File: src/rtl/pci_tba_pkg.sv
package pci_tba_pkg;

    // Default geometry: 32-bit address, 1 KB block, 4-byte words.
    localparam int unsigned TBA_ADDR_W    = 32;
    localparam int unsigned TBA_BLOCK_LOG = 10;
    localparam int unsigned TBA_LANE_BITS = 2;

    // Per-edge control decoded from the bus handshake.
    typedef struct packed {
        logic load;   // first clock of FRAME: capture AD
        logic step;   // completed data phase: advance word index
    } tba_ctl_t;

    typedef enum logic [1:0] {
        TBA_IDLE = 2'd0,
        TBA_LOAD = 2'd1,
        TBA_STEP = 2'd2
    } tba_act_e;

    function automatic tba_act_e tba_decode(input tba_ctl_t c);
        if (c.load)      return TBA_LOAD;
        else if (c.step) return TBA_STEP;
        else             return TBA_IDLE;
    endfunction

endpackage

File: src/rtl/tba_phase_ctl.sv
module tba_phase_ctl
    import pci_tba_pkg::*;
(
    input  logic     clk,
    input  logic     rst,
    input  logic     frame_n,
    input  logic     irdy_n,
    input  logic     trdy_n,
    output tba_ctl_t ctl
);

    logic frame_seen_q;   // FRAME was asserted at the previous edge

    always_ff @(posedge clk) begin
        if (rst) frame_seen_q <= 1'b0;
        else     frame_seen_q <= ~frame_n;
    end

    always_comb begin
        ctl.load = ~frame_n & ~frame_seen_q;
        ctl.step = ~ctl.load & ~irdy_n & ~trdy_n;
    end

    // A capture can never follow a capture while FRAME stays asserted.
    assert_single_capture_R3: assert property (@(posedge clk) disable iff (rst)
        ctl.load |=> !ctl.load);

    // A capture edge is never also counted as a data phase.
    assert_load_not_step_R2: assert property (@(posedge clk) disable iff (rst)
        ctl.load |-> !ctl.step);

endmodule

File: src/rtl/tba_hold_reg.sv
module tba_hold_reg #(
    parameter int unsigned ADDR_W    = 32,
    parameter int unsigned BLOCK_LOG = 10,
    parameter int unsigned LANE_BITS = 2
) (
    input  logic                    clk,
    input  logic                    rst,
    input  logic                    load,
    input  logic [ADDR_W-1:0]       ad_in,
    output logic [ADDR_W-1:BLOCK_LOG] hi_q,
    output logic [LANE_BITS-1:0]    lane_q
);

    always_ff @(posedge clk) begin
        if (rst) begin
            hi_q   <= '0;
            lane_q <= '0;
        end else if (load) begin
            hi_q   <= ad_in[ADDR_W-1:BLOCK_LOG];
            lane_q <= ad_in[LANE_BITS-1:0];
        end
    end

endmodule

File: src/rtl/tba_word_ctr.sv
module tba_word_ctr #(
    parameter int unsigned CNT_W = 8
) (
    input  logic             clk,
    input  logic             rst,
    input  logic             load,
    input  logic             step,
    input  logic [CNT_W-1:0] load_val,
    output logic [CNT_W-1:0] idx_q,
    output logic             flag_q
);

    localparam logic [CNT_W-1:0] IDX_LAST = '1;

    logic [CNT_W:0]   sum;       // carry plus incremented index
    logic [CNT_W-1:0] idx_next;
    logic             flag_next;

    always_comb begin
        sum       = {1'b0, idx_q} + {{CNT_W{1'b0}}, 1'b1};
        idx_next  = idx_q;
        flag_next = flag_q;
        if (load) begin
            idx_next  = load_val;
            flag_next = (load_val == IDX_LAST);
        end else if (step) begin
            idx_next  = sum[CNT_W-1:0];
            // set on reaching the last word; the carry keeps it set on a wrap
            flag_next = flag_q | (sum[CNT_W-1:0] == IDX_LAST) | sum[CNT_W];
        end
    end

    always_ff @(posedge clk) begin
        if (rst) begin
            idx_q  <= '0;
            flag_q <= 1'b0;
        end else begin
            idx_q  <= idx_next;
            flag_q <= flag_next;
        end
    end

    assert_step_inc_R5: assert property (@(posedge clk) disable iff (rst)
        (step && !load) |=> (idx_q == CNT_W'($past(idx_q) + 1'b1)));

    assert_wait_hold_R6: assert property (@(posedge clk) disable iff (rst)
        (!step && !load) |=> $stable(idx_q));

    assert_flag_early_R7: assert property (@(posedge clk) disable iff (rst)
        (step && !load && idx_q == IDX_LAST - 1'b1) |=> flag_q);

    assert_flag_sticky_R8: assert property (@(posedge clk) disable iff (rst)
        (flag_q && !load) |=> flag_q);

    assert_flag_clear_R8: assert property (@(posedge clk) disable iff (rst)
        (load && load_val != IDX_LAST) |=> !flag_q);

endmodule

File: src/rtl/pci_tgt_burst_addr.sv
module pci_tgt_burst_addr
    import pci_tba_pkg::*;
#(
    parameter int unsigned ADDR_W    = TBA_ADDR_W,
    parameter int unsigned BLOCK_LOG = TBA_BLOCK_LOG,
    parameter int unsigned LANE_BITS = TBA_LANE_BITS
) (
    input  logic              clk,
    input  logic              rst,
    input  logic [ADDR_W-1:0] ad_in,
    input  logic              frame_n,
    input  logic              irdy_n,
    input  logic              trdy_n,
    output logic [ADDR_W-1:0] dram_addr,
    output logic              bound_flag
);

    localparam int unsigned CNT_W = BLOCK_LOG - LANE_BITS;

    tba_ctl_t                 ctl;
    tba_act_e                 act;
    logic [ADDR_W-1:BLOCK_LOG] hi_q;
    logic [LANE_BITS-1:0]     lane_q;
    logic [CNT_W-1:0]         idx_q;

    assign act = tba_decode(ctl);

    tba_phase_ctl u_phase (
        .clk     (clk),
        .rst     (rst),
        .frame_n (frame_n),
        .irdy_n  (irdy_n),
        .trdy_n  (trdy_n),
        .ctl     (ctl)
    );

    tba_hold_reg #(
        .ADDR_W    (ADDR_W),
        .BLOCK_LOG (BLOCK_LOG),
        .LANE_BITS (LANE_BITS)
    ) u_hold (
        .clk    (clk),
        .rst    (rst),
        .load   (act == TBA_LOAD),
        .ad_in  (ad_in),
        .hi_q   (hi_q),
        .lane_q (lane_q)
    );

    tba_word_ctr #(
        .CNT_W (CNT_W)
    ) u_ctr (
        .clk      (clk),
        .rst      (rst),
        .load     (act == TBA_LOAD),
        .step     (act == TBA_STEP),
        .load_val (ad_in[BLOCK_LOG-1:LANE_BITS]),
        .idx_q    (idx_q),
        .flag_q   (bound_flag)
    );

    assign dram_addr = {hi_q, idx_q, lane_q};

    assert_capture_R2: assert property (@(posedge clk) disable iff (rst)
        (act == TBA_LOAD) |=> (dram_addr == $past(ad_in)));

    assert_hi_stable_R4: assert property (@(posedge clk) disable iff (rst)
        (act != TBA_LOAD) |=> ($stable(dram_addr[ADDR_W-1:BLOCK_LOG]) &&
                               $stable(dram_addr[LANE_BITS-1:0])));

endmodule

File: config.mk
export PLATFORM = sky130hd
export DESIGN_NAME = pci_tgt_burst_addr
export DESIGN_NICKNAME = d
export VERILOG_FILES = /design/src/rtl/pci_tba_pkg.sv /design/src/rtl/tba_phase_ctl.sv /design/src/rtl/tba_hold_reg.sv /design/src/rtl/tba_word_ctr.sv /design/src/rtl/pci_tgt_burst_addr.sv
export SDC_FILE = /design/constraint.sdc
export NUM_CORES = 1
export LEC_CHECK = 0
export CAP_MARGIN = 0
export CELL_PAD_IN_SITES_DETAIL_PLACEMENT = 1
export CELL_PAD_IN_SITES_GLOBAL_PLACEMENT = 2
export CORE_MARGIN = 4
export CORE_UTILIZATION = 23
export CTS_CLUSTER_DIAMETER = 200
export CTS_CLUSTER_SIZE = 40
export DETAILED_ROUTE_END_ITERATION = 8
export GPL_ROUTABILITY_DRIVEN = 0
export PLACE_DENSITY_LB_ADDON = 0.1
export SYNTH_ARGS = -nofsm -noshare
export SYNTH_HDL_FRONTEND = slang
export SYNTH_SLANG_ARGS = --single-unit
File: constraint.sdc
create_clock -name clk -period 4.7 [get_ports clk]
set_input_delay 0.94 -clock clk [delete_from_list [all_inputs] [get_ports clk]]
set_output_delay 0.94 -clock clk [all_outputs]
set_load 0.01 [all_outputs]
* Word-level counts from Yosys, hierarchy flattened
Index checks and enable logic that the tools add are counted.
** Word-level totals
- Register bits :: 34
** Cells by class
- $add $sub $neg :: 1
- Equality and inequality tests :: 4
- Muxes and demuxes :: 6
- Bitwise gates (word level) :: 10
- Reduce and logical (&&, ||, !) cells :: 1
** Operators by type and width (number)
- $eq 8x8->1 const B :: 2
- $mux 8 :: 2
- $add 8x1->9 const B :: 1
- $not 1->1 :: 5
- $mux 2 :: 2
- $and 1x1->1 :: 3
- $eq 2x1->1 const B :: 1
- $eq 2x2->1 const B :: 1
- $mux 1 :: 2
- $or 1x1->1 :: 2
- $reduce_bool 2->1 :: 1

* Longest topological paths before layout
- Depth after elaboration :: 10
- Gate-level depth with buffers :: 7
- Mapped depth without buffers :: 6

* Hierarchy
A second synthesis with hierarchy kept.
** Unflattened totals
- Cell total of the unflattened synthesis :: 151
- Area, all modules :: 1468.9 um2
** By module, submodules not included
- tba_hold_reg :: instances 1, cells each 77, area an instance 869.6 um2
- tba_word_ctr :: instances 1, cells each 68, area an instance 549.3 um2
- tba_phase_ctl :: instances 1, cells each 4, area an instance 40.0 um2
- pci_tgt_burst_addr :: instances 1, cells each 2, area an instance 10.0 um2

* Worst setup path before layout
Ideal clock, no wire load.
- Kind :: flip-flop to flip-flop
- Start point :: register u_ctr.idx_q[0]
- End point :: register u_ctr.flag_q
- Arrival time :: 1.931 ns
- Data required time :: 4.621 ns
- Path slack :: 2.690 ns
- Stages on the path, launching flop included :: 8
- Path buffers :: 1
- Period minus slack after synthesis :: 2.010 ns
- Path through :: dfxtp_1 ha_1 clkbuf_1 nor2b_1 and4_1 a311oi_1 or4_1 a211oi_2
** On the way
- Word-level cells in the longest chain between the ends :: 6
** Ends and longest elaborated chain
- start: declaration :: line tba_word_ctr.sv:9 : output logic [CNT_W-1:0] idx_q,
- start signal: assignment :: line tba_word_ctr.sv:38 : idx_q <= idx_next;
- $add 8x1->9 * :: line tba_word_ctr.sv:20 : sum = {1'b0, idx_q} + {{CNT_W{1'b0}}, 1'b1};
- $eq 8x8->1 :: line tba_word_ctr.sv:29 : flag_next = flag_q | (sum[CNT_W-1:0] == IDX_LAST) | sum[CNT_W];
- $or 1x1->1 :: line tba_word_ctr.sv:29
- $or 1x1->1 * :: line tba_word_ctr.sv:29
- $mux 1 * :: line tba_word_ctr.sv:26 : end else if (step) begin
- $mux 1 * :: line tba_word_ctr.sv:23 : if (load) begin
- end signal: assignment :: line tba_word_ctr.sv:39 : flag_q <= flag_next;
- end: declaration :: line tba_word_ctr.sv:10 : output logic flag_q
Mark *: on every way between the ends. The rest lies on a longest branch, timed or not. The select of a mux whose other input is x is not followed.
A chain may end at the register's enable or synchronous reset.

* Worst setup path after layout
- Start point :: input irdy_n
- End point :: register u_ctr.idx_q[7]
** On the way
- Word-level cells in the longest chain between the ends :: 7
- Elaborated cells between the ends (all ways) :: 9
** Ends and longest elaborated chain
- start: declaration :: line pci_tgt_burst_addr.sv:12 : input logic irdy_n,
- $not 1->1 * :: line tba_phase_ctl.sv:21 : ctl.step = ~ctl.load & ~irdy_n & ~trdy_n;
- $and 1x1->1 * (2 in series) :: line tba_phase_ctl.sv:21
- $mux 2 * :: line pci_tba_pkg.sv:22 : else if (c.step) return TBA_STEP;
- $mux 2 * :: line pci_tba_pkg.sv:21 : if (c.load) return TBA_LOAD;
- $eq 2x1->1 / $eq 2x2->1 (equally long branches) :: line pci_tgt_burst_addr.sv:55, pci_tgt_burst_addr.sv:56
- $mux 8 / $reduce_bool 2->1 (equally long branches)
Mark *: on every way between the ends. The rest lies on a longest branch, timed or not.

==> impl_metrics.ini <==
[timing]
slew_violations = 0
finalHoldViolCount = 0
fin_crit_ns = 2.32
setup_tns_ns = 0
finalSetupViolations = 0
rsz0062_at_grt = no
slew_headroom = 0.475
worst_slew_pin_slew_ns = 0.788
clock_skew_ns = 0.00543
fmax_mhz = 430
fin_crit_sh = 0.495

[run]
max_cap_viol_count = 0

[logic_synthesis]
ys_seq_area_frac = 0.470
ys_ff_latch = 34
netlist_instances = 183
synthArstFlopShare = 0
synth_flop_cell = dfxtp_1
synth_cell_types = 29
syn-mean-instance-area_um2 = 7.92
synth_edf_count = 0
netlist_area_mm2 = 0.00145
syn_nets = 222
ys_warn_count = 0

[routing]
routed-wl-met2_um = 2320
drt-total-wl_um = 4740
drtIter0Drc = 28
detail-route-antenna-nets = 0
wl_met3_um = 294
via_count = 1474
viasPerCell = 4.55
top_layer = met4
dr.pass1.iters = 2
wl_met1_um = 2090
drc = 0
wire_per_inst_um = 14.6

[critical_path]
crit_slowest_cell = nor2_1
start_kind = input port
crit_path_max_incr_delay_ns = 0.60
path_cells = clkdlybuf4s50_1 -> nor2_1 -> nand3_1 -> xor2_1 -> a211oi_1
critPathKind = input port to register
required_ns = 4.90
worstPathMaxFanout = 10
cp-end-kind = register
critPathArrivalTime_ns = 2.52
r2r_slack_ns = 2.64

[global_route]
grt_usage = 0.127
grt_pass1_vias = 1502
grt_pass1_wl_um = 7490
grt_max_degree = 40
antenna_found_initial = 0
grt-ovfl-total = 0

[cells_and_area]
final_cell_mix = clkdlybuf4s50_1, nand2_1, dfxtp_1
nFillCells = 727
syn_to_final_growth_pct = 61.5
final_common_cell = clkdlybuf4s50_1
fin_nets = 287
drive_gt1_frac = 0.0522
diodes = 0
final_util = 0.388

[cts]
cts_tree = yes
cts-root-buf = clkbuf_8
holdBufCountCts = 0
clk_latency_ns = 0.28
cts_made_buffers = 5
post_cts_resized = 0
cts_setup_buffers = 0
cts_buffer_depth = 2
clk_pin_slew_ns = 0.07
htreeDepth = 2
numClockSinks = 34

[worst_hold_path]
hp-class = register to register

[placement]
hpwlAfterDp_um = 3280
port_buffers = 69

[die]
initial_core_util = 0.240
die_area_mm2 = 0.00763
die_h_um = 87.4
fp.coreArea_mm2 = 0.00603
fp.dieW_um = 87.4
ios = 70
num_rows = 28

[power_and_ir_drop]
leakage_uw = 0.000841
ir_drop_mv = 0.192
power.density_cell_area_mw_per_mm2 = 337

[status]
status = finished clean
power breakdown:
| group | switching, µW | total [µW] | internal (µW) |
|---|---|---|---|
| registers | 15.8 | 322 | 306 |
| clock network | 114 | 340 | 226 |
| logic | 54.8 | 127 | 72.5 |
cell type report:
cell class,instances,area (µm²),share of cell area
Multi-Input combinational cell,135,713,0.305
Clock inverter,2,60.1,0.0257
Tap cell,75,93.8,0.0401
Sequential cell,34,681,0.291
Inverter,1,3.75,0.00160
Timing Repair Buffer,71,706,0.302
Clock buffer,6,82.6,0.0353
stage by stage:
step                      total power, µW  cells  cell area [µm²]  hold slack, ns  setup WS [ns]
after floorplan                       377    183             1450           0.481           2.69
after CTS                             803    324             2340           0.460           2.36
after global routing                  830    324             2340           0.481           2.24
after global placement                457    316             2200           0.442           2.08
after detailed placement              458    316             2200           0.449           2.07
final                                 789    324             2340           0.455           2.38
sequential cells by signal, indices dropped and copies added (netlist names):
signal / flops
u_hold.lane_q: 2
u_ctr.idx_q: 8
u_hold.hi_q: 22
u_phase.frame_seen_q: 1
u_ctr.flag_q: 1
routing by layer:
metal | global-route usage | up-vias
li1 | - | 746
met1 | 0.155 | 691
met2 | 0.208 | 33
met3 | 0.0445 | 4
met4 | 0.0418 | 0
met5 | 0 | -
critical path, delay by kind of cell:
| kind | cells | cell delay [ns] |
|---|---|---|
| buf+inv | 1 | 0.40 |
| compound gates | 1 | 0.22 |
| xor+xnor | 1 | 0.19 |
| simple gates | 2 | 0.77 |
synth_stat cells, types with 2 or more instances:
master	count	share of area
ha_1	2	0.017
o21ai_0	3	0.010
a21oi_1	26	0.090
nand4_1	5	0.022
a311oi_1	2	0.012
a211oi_1	7	0.036
clkbuf_1	11	0.028
dfxtp_1	34	0.47
xnor2_1	2	0.012
nor2_1	10	0.026
nand3_1	4	0.014
nand2_1	53	0.14
and3_1	2	0.0086
xor2_1	7	0.042
final timing paths:
kind,start,to,cells past startpoint
worst max-delay path,irdy_n,u_ctr.idx_q[7],5
worst min-delay path,u_hold.hi_q[30],u_hold.hi_q[30],2
worst max register to register,u_ctr.idx_q[0],u_ctr.flag_q,6
worst min register to register,u_hold.hi_q[30],u_hold.hi_q[30],2
cells by family after synthesis:
logic type / synth area share
xor gates and xnor gates: 0.0544
and+or+nand+nor: 0.251
AOI/OAI and AO/OA: 0.168
adders and majority gates: 0.0173
DFF: 0.470
buffers and inverters: 0.0397
No activity file was read; power rests on OpenSTA's default activity.
